[src/rtl/tt_pkg.sv]
package tt_pkg;
  localparam int CNT_W  = 8;
  localparam int NUM_EV = 4;
  localparam int DATA_W = 8;
  localparam int ADDR_W = 2;
  // low count bits that must be zero after a step for each event (32, 8, 2, 1 Hz)
  localparam int EV_BITS [NUM_EV] = '{3, 5, 7, 8};

  typedef enum logic [ADDR_W-1:0] {
    REG_MODE  = 2'd0,
    REG_COUNT = 2'd1,
    REG_IEN   = 2'd2,
    REG_IFLAG = 2'd3
  } reg_addr_e;

  localparam int MODE_RUN_BIT = 0;
  localparam int MODE_CLR_BIT = 1;
endpackage

[src/rtl/tt_counter.sv]
module tt_counter #(
  parameter int CNT_W  = tt_pkg::CNT_W,
  parameter int NUM_EV = tt_pkg::NUM_EV
) (
  input  logic              clk_i,
  input  logic              rst_ni,
  input  logic              tick_i,
  input  logic              mode_wr_i,
  input  logic              run_wd_i,
  input  logic              clr_i,
  output logic [CNT_W-1:0]  count_o,
  output logic              run_o,
  output logic [NUM_EV-1:0] ev_o
);
  logic [CNT_W-1:0] cnt_q, cnt_nxt;
  logic             run_q, pend_q, pend_d, adv;

  assign adv     = tick_i && (run_q || pend_q) && !clr_i;
  assign cnt_nxt = cnt_q + CNT_W'(1);

  // stop request: one more count on the next tick, then halt
  always_comb begin
    if (mode_wr_i) pend_d = !run_wd_i && (run_q || (pend_q && !tick_i));
    else           pend_d = pend_q && !tick_i;
  end

  always_ff @(posedge clk_i or negedge rst_ni) begin
    if (!rst_ni) begin
      cnt_q  <= '0;
      run_q  <= 1'b0;
      pend_q <= 1'b0;
    end else begin
      pend_q <= pend_d;
      if (mode_wr_i) run_q <= run_wd_i;
      if (clr_i)     cnt_q <= '0;
      else if (adv)  cnt_q <= cnt_nxt;
    end
  end

  for (genvar k = 0; k < NUM_EV; k++) begin : g_ev
    localparam logic [CNT_W-1:0] Mask = CNT_W'((64'd1 << tt_pkg::EV_BITS[k]) - 64'd1);
    assign ev_o[k] = adv && ((cnt_nxt & Mask) == '0);
  end

  assign count_o = cnt_q;
  assign run_o   = run_q;

  assert_hold_idle_R1: assert property (@(posedge clk_i) disable iff (!rst_ni)
    (!run_q && !pend_q && !clr_i) |=> $stable(cnt_q));
  assert_step_R2: assert property (@(posedge clk_i) disable iff (!rst_ni)
    (tick_i && run_q && !clr_i) |=> cnt_q == $past(cnt_q) + CNT_W'(1));
  assert_stop_once_R7: assert property (@(posedge clk_i) disable iff (!rst_ni)
    (pend_q && tick_i && !mode_wr_i) |=> !pend_q);
  assert_clr_zero_R8: assert property (@(posedge clk_i) disable iff (!rst_ni)
    clr_i |=> cnt_q == '0);
endmodule

[src/rtl/tt_irq.sv]
module tt_irq #(
  parameter int NUM_EV = tt_pkg::NUM_EV
) (
  input  logic              clk_i,
  input  logic              rst_ni,
  input  logic [NUM_EV-1:0] ev_i,
  input  logic              en_wr_i,
  input  logic              flag_wr_i,
  input  logic [NUM_EV-1:0] wdata_i,
  output logic [NUM_EV-1:0] en_o,
  output logic [NUM_EV-1:0] flag_o,
  output logic              irq_o
);
  logic [NUM_EV-1:0] en_q, flag_q, clr_mask;
  logic              irq_q;

  assign clr_mask = flag_wr_i ? wdata_i : '0;

  always_ff @(posedge clk_i or negedge rst_ni) begin
    if (!rst_ni) begin
      en_q   <= '0;
      flag_q <= '0;
      irq_q  <= 1'b0;
    end else begin
      if (en_wr_i) en_q <= wdata_i;
      flag_q <= (flag_q & ~clr_mask) | ev_i;  // set beats clear
      irq_q  <= |(flag_q & en_q);
    end
  end

  assign en_o   = en_q;
  assign flag_o = flag_q;
  assign irq_o  = irq_q;

  assert_no_spurious_clear_R4: assert property (@(posedge clk_i) disable iff (!rst_ni)
    !flag_wr_i |=> (flag_q & $past(flag_q)) == $past(flag_q));
  assert_set_wins_R5: assert property (@(posedge clk_i) disable iff (!rst_ni)
    (ev_i != '0) |=> (flag_q & $past(ev_i)) == $past(ev_i));
  assert_irq_lag_R6: assert property (@(posedge clk_i) disable iff (!rst_ni)
    1'b1 |=> irq_o == $past(|(flag_o & en_o)));
endmodule

[src/rtl/tick_timer.sv]
module tick_timer
  import tt_pkg::*;
#(
  parameter int CNT_W  = tt_pkg::CNT_W,
  parameter int NUM_EV = tt_pkg::NUM_EV,
  parameter int DATA_W = tt_pkg::DATA_W
) (
  input  logic              clk_i,
  input  logic              rst_ni,
  input  logic              tick_i,
  input  logic              wr_en_i,
  input  logic [ADDR_W-1:0] addr_i,
  input  logic [DATA_W-1:0] wdata_i,
  output logic [DATA_W-1:0] rdata_o,
  output logic              irq_o
);
  logic              mode_wr, clr, run;
  logic [CNT_W-1:0]  count;
  logic [NUM_EV-1:0] ev, en, flag;
  reg_addr_e         ra;

  assign ra      = reg_addr_e'(addr_i);
  assign mode_wr = wr_en_i && (ra == REG_MODE);
  assign clr     = mode_wr && wdata_i[MODE_CLR_BIT];

  tt_counter #(.CNT_W(CNT_W), .NUM_EV(NUM_EV)) u_cnt (
    .clk_i    (clk_i),
    .rst_ni   (rst_ni),
    .tick_i   (tick_i),
    .mode_wr_i(mode_wr),
    .run_wd_i (wdata_i[MODE_RUN_BIT]),
    .clr_i    (clr),
    .count_o  (count),
    .run_o    (run),
    .ev_o     (ev)
  );

  tt_irq #(.NUM_EV(NUM_EV)) u_irq (
    .clk_i    (clk_i),
    .rst_ni   (rst_ni),
    .ev_i     (ev),
    .en_wr_i  (wr_en_i && (ra == REG_IEN)),
    .flag_wr_i(wr_en_i && (ra == REG_IFLAG)),
    .wdata_i  (wdata_i[NUM_EV-1:0]),
    .en_o     (en),
    .flag_o   (flag),
    .irq_o    (irq_o)
  );

  always_comb begin
    unique case (ra)
      REG_MODE:  rdata_o = DATA_W'(run);
      REG_COUNT: rdata_o = DATA_W'(count);
      REG_IEN:   rdata_o = DATA_W'(en);
      default:   rdata_o = DATA_W'(flag);
    endcase
  end

  assert_mode_rb_R9: assert property (@(posedge clk_i) disable iff (!rst_ni)
    mode_wr |=> run == $past(wdata_i[MODE_RUN_BIT]));
endmodule

[config.mk]
export PLATFORM = sky130hd
export DESIGN_NAME = tick_timer
export DESIGN_NICKNAME = d
export VERILOG_FILES = /design/src/rtl/tt_pkg.sv /design/src/rtl/tt_counter.sv /design/src/rtl/tt_irq.sv /design/src/rtl/tick_timer.sv
export SDC_FILE = /design/constraint.sdc
export NUM_CORES = 1
export LEC_CHECK = 0
export BUFFER_PORTS_ARGS = -buffer_cell sky130_fd_sc_hd__buf_2
export CORE_ASPECT_RATIO = 1.5
export CORE_MARGIN = 3
export CORE_UTILIZATION = 50
export DETAILED_ROUTE_END_ITERATION = 16
export GPL_ROUTABILITY_DRIVEN = 0
export PLACE_DENSITY = 0.77
export SLEW_MARGIN = 15
export SYNTH_ARGS = -nofsm -noshare
export SYNTH_HDL_FRONTEND = slang
export SYNTH_HIERARCHICAL = 1
export SYNTH_SLANG_ARGS = --single-unit
export TNS_END_PERCENT = 1
[constraint.sdc]
create_clock -name clk_i -period 4.1 [get_ports clk_i]
set_clock_uncertainty 0.1 [all_clocks]
set_input_delay 1.23 -clock clk_i [delete_from_list [all_inputs] [get_ports clk_i]]
set_output_delay 1.23 -clock clk_i [all_outputs]
set_load 0.005 [all_outputs]
==> results.py <==
metrics = {
    "critical_path": {
        "crit_fanout": 8,
        "worstSetupPathType": "in2out",
        "worst_ep_arrival_time_ns": 2.06,
        "crit_path_end_kind": "output pin",
        "start_kind": "input pin",
        "worstPathRequired_ns": 2.77,
    },
    "logic_synthesis": {
        "synth_fp_nets": 121,
        "yosysTopAreaCellShare_pct": 43.5,
        "ys_ff_latch": 19,
        "synth_edf_count": 0,
        "ys.flop_type": "dfrtp_1",
        "yosys.area_share.adder_pct": 2.29,
        "synth_cells": 105,
        "synth_top_family_by_area": "simple AND/OR/NAND/NOR gates",
        "async_flop_share_pct": 100,
        "yosys_warnings": 6,
        "seq_area_frac_synth_pct": 43.5,
        "synthMuxAreaShare_pct": 10.7,
        "synthesis.area_mm2": 0.00109,
        "synthTopCellsByArea": "dfrtp_1 (44%), mux2_1 (6.2%), nand2_1 (4.5%), xor2_1 (4.0%), and2_1 (3.4%)",
        "yosysTopAreaCell": "dfrtp_1",
        "synth-xor-area-share_pct": 4.81,
        "yosysUniqueCellTypes": 35,
        "syn_avg_cell_area_um2": 10.4,
        "synth_compound_area_share_pct": 12.3,
        "synth-simple-area-share_pct": 23.0,
    },
    "clock_network": {
        "post_cts_buffers": 0,
        "root_buffer": "clkbuf_4",
        "clock_latency_ns": 0.31,
        "htree_levels": 1,
        "clk_pin_slew_worst_paths_ns": 0.10,
        "cts_resized": 0,
        "cts_inserted_buffers": 3,
        "hold_buffers": 0,
        "clk_path_buf_depth": 2,
        "cts_tree": "done",
        "cts_sinks": 19,
    },
    "drt": {
        "drt-initial-drc-count": 16,
        "vias_per_cell": 5.68,
        "drc": 0,
        "wirelength_um": 2050,
        "wl_per_cell_um": 14.1,
        "ant_nets": 0,
        "num_vias": 824,
        "first_pass_iters": 4,
    },
    "power": {
        "pwr-share-seq_pct": 53.9,
        "clkPwrFrac_pct": 18.3,
        "p_leak_nw": 0.622,
        "p_sw_uw": 175,
        "cellInternalPower_uw": 353,
        "p_sw_share_pct": 33.1,
        "p_comb_share_pct": 27.8,
        "p_per_area_mw_per_mm2": 437,
        "peakVddDrop_uv": 240,
    },
    "flow_run": {
        "cap_viol_max_count": 0,
    },
    "finish": {
        "area_growth_pct": 10.5,
        "nNetsFinal": 140,
        "layout_commonest_cell": "dfrtp_1",
        "instances_no_fill": 145,
        "diodes": 0,
        "layout-drive-gt1-share_pct": 24.4,
        "layout_common_cells": "dfrtp_1 (19), buf_2 (18), nand2_1 (13), nor2_1 (7)",
        "fill_cells": 185,
    },
    "global_routing": {
        "top_usage_layer": "met2",
        "grt_pass1_wl_um": 3460,
        "grt.overflow.total": 0,
        "grtUsageMet1_pct": 18.7,
        "use_met3_pct": 2.00,
        "grt_max_degree": 20,
        "grt_usage_pct": 16.6,
        "antenna_found_initial": 0,
        "grt_pass1_vias": 818,
        "grt_util_met2_pct": 28.6,
    },
    "sta": {
        "fmax_mhz": 295,
        "slew_headroom_pct": 70.2,
        "setup_tns_ns": 0,
        "rsz0062_at_grt": "no",
        "drv_slew": 0,
        "timing.hold.ws_ns": 0.417,
        "finalSetupViolCount": 0,
        "worst_pin_slew_ns": 0.446,
        "final-hold-violation-count": 0,
        "period_minus_slack_ns": 3.39,
        "finalCritPeriodShare_pct": 82.6,
    },
    "floorplan": {
        "ios": 23,
        "row_count": 20,
        "initial_core_util_pct": 53.2,
        "die_x_um": 44.2,
        "fp.dieH_um": 63.2,
        "core_area_mm2": 0.00205,
        "die_area_mm2": 0.00279,
    },
    "placement": {
        "dp_hpwl_um": 1580,
        "dp.cells": 141,
        "numPortBuffers": 18,
    },
    "status": {
        "status": "finished, final reports clean",
    },
    "worst_hold_path": {
        "worst_hold_path_type": "reg2reg",
    },
}
synthesized netlist by cell type, types with 3 or more instances:
cell type and number:
and3_1 3, a21oi_1 3, xor2_1 5, nand2_1 13, nor3b_1 3, dfrtp_1 19, nand4_1 3, a21o_1 4
a22o_1 3, and2_1 6, a22oi_1 3, mux2_1 6, nor2_1 7
path summary, 6_finish.rpt:
kind / depth (start not counted) / to / slack, ns / start
min: 1 / u_irq/flag_o[2]$_DFF_PN0_ / 0.42 / u_irq/flag_o[2]$_DFF_PN0_
min reg2reg: 1 / u_irq/flag_o[2]$_DFF_PN0_ / 0.42 / u_irq/flag_o[2]$_DFF_PN0_
max: 4 / rdata_o[1] / 0.71 / addr_i[0]
min in group asynchronous: 1 / u_cnt/count_o[3]$_DFFE_PN0P_ / 0.74 / rst_ni
max in group asynchronous: 1 / u_cnt/count_o[4]$_DFFE_PN0P_ / 2.86 / rst_ni
max reg2reg: 6 / u_irq/flag_o[2]$_DFF_PN0_ / 2.25 / u_cnt/count_o[0]$_DFFE_PN0P_
layer usage:
metal / routed length, um / part of all wire, %
met5: 0 / 0
met4: 44 / 2.1
met3: 92 / 4.5
met2: 1050 / 51
met1: 858 / 42
state kept, by name, summed over array words and instances (netlist names):
name	cells
u_cnt/count_o	8
u_irq/flag_o	4
u_irq/en_o	4
u_cnt/run_o	1
u_cnt/pend_q	1
u_irq/irq_o	1
final cells by class:
cell class	instances	area [um2]	share of cell area, %
clock inverter	1	5.00	0.415
clock buffer	3	22.5	1.87
inverter	2	7.51	0.622
tap	22	27.5	2.28
timing repair buffer	18	90.1	7.46
multi-input combinational	80	579	48.0
sequential	19	475	39.4
per-stage QoR:
step	area, um2	total power, mW	setup slack (ns)	util, %
finish	1210	0.527	0.712	58.8
CTS	1210	0.536	0.709	58.8
floorplan	1090	0.381	0.912	-
global route	1210	0.572	0.672	58.8
global placement	1180	0.427	0.722	57.5
detailed placement	1180	0.437	0.709	57.5
power by group through the flow:
stage	sequential, mW	clock (mW)	combinational (mW)
4_1_cts	0.284	0.103	0.149
2_1_floorplan	0.273	0	0.108
6_report	0.284	0.0966	0.147
5_1_grt	0.291	0.112	0.169
3_3_place_gp	0.285	0	0.142
3_5_place_dp	0.288	0	0.149
kinds of logic (layout without fill, tap and decap cells):
| logic type | after synthesis | in the layout |
|---|---|---|
| compound gates | 18 | 18 |
| xor+xnor | 6 | 6 |
| simple gates | 45 | 45 |
| buf+inv | 6 | 24 |
| fa+ha+maj | 2 | 2 |
| mux | 9 | 9 |
| flops | 19 | 19 |
critical path, cell delays in order:
cell and delay (ns):
buf_2 0.17, mux2_4 0.31, a22o_1 0.22, buf_2 0.12
Note: power is estimated with default switching activity, not from simulation.
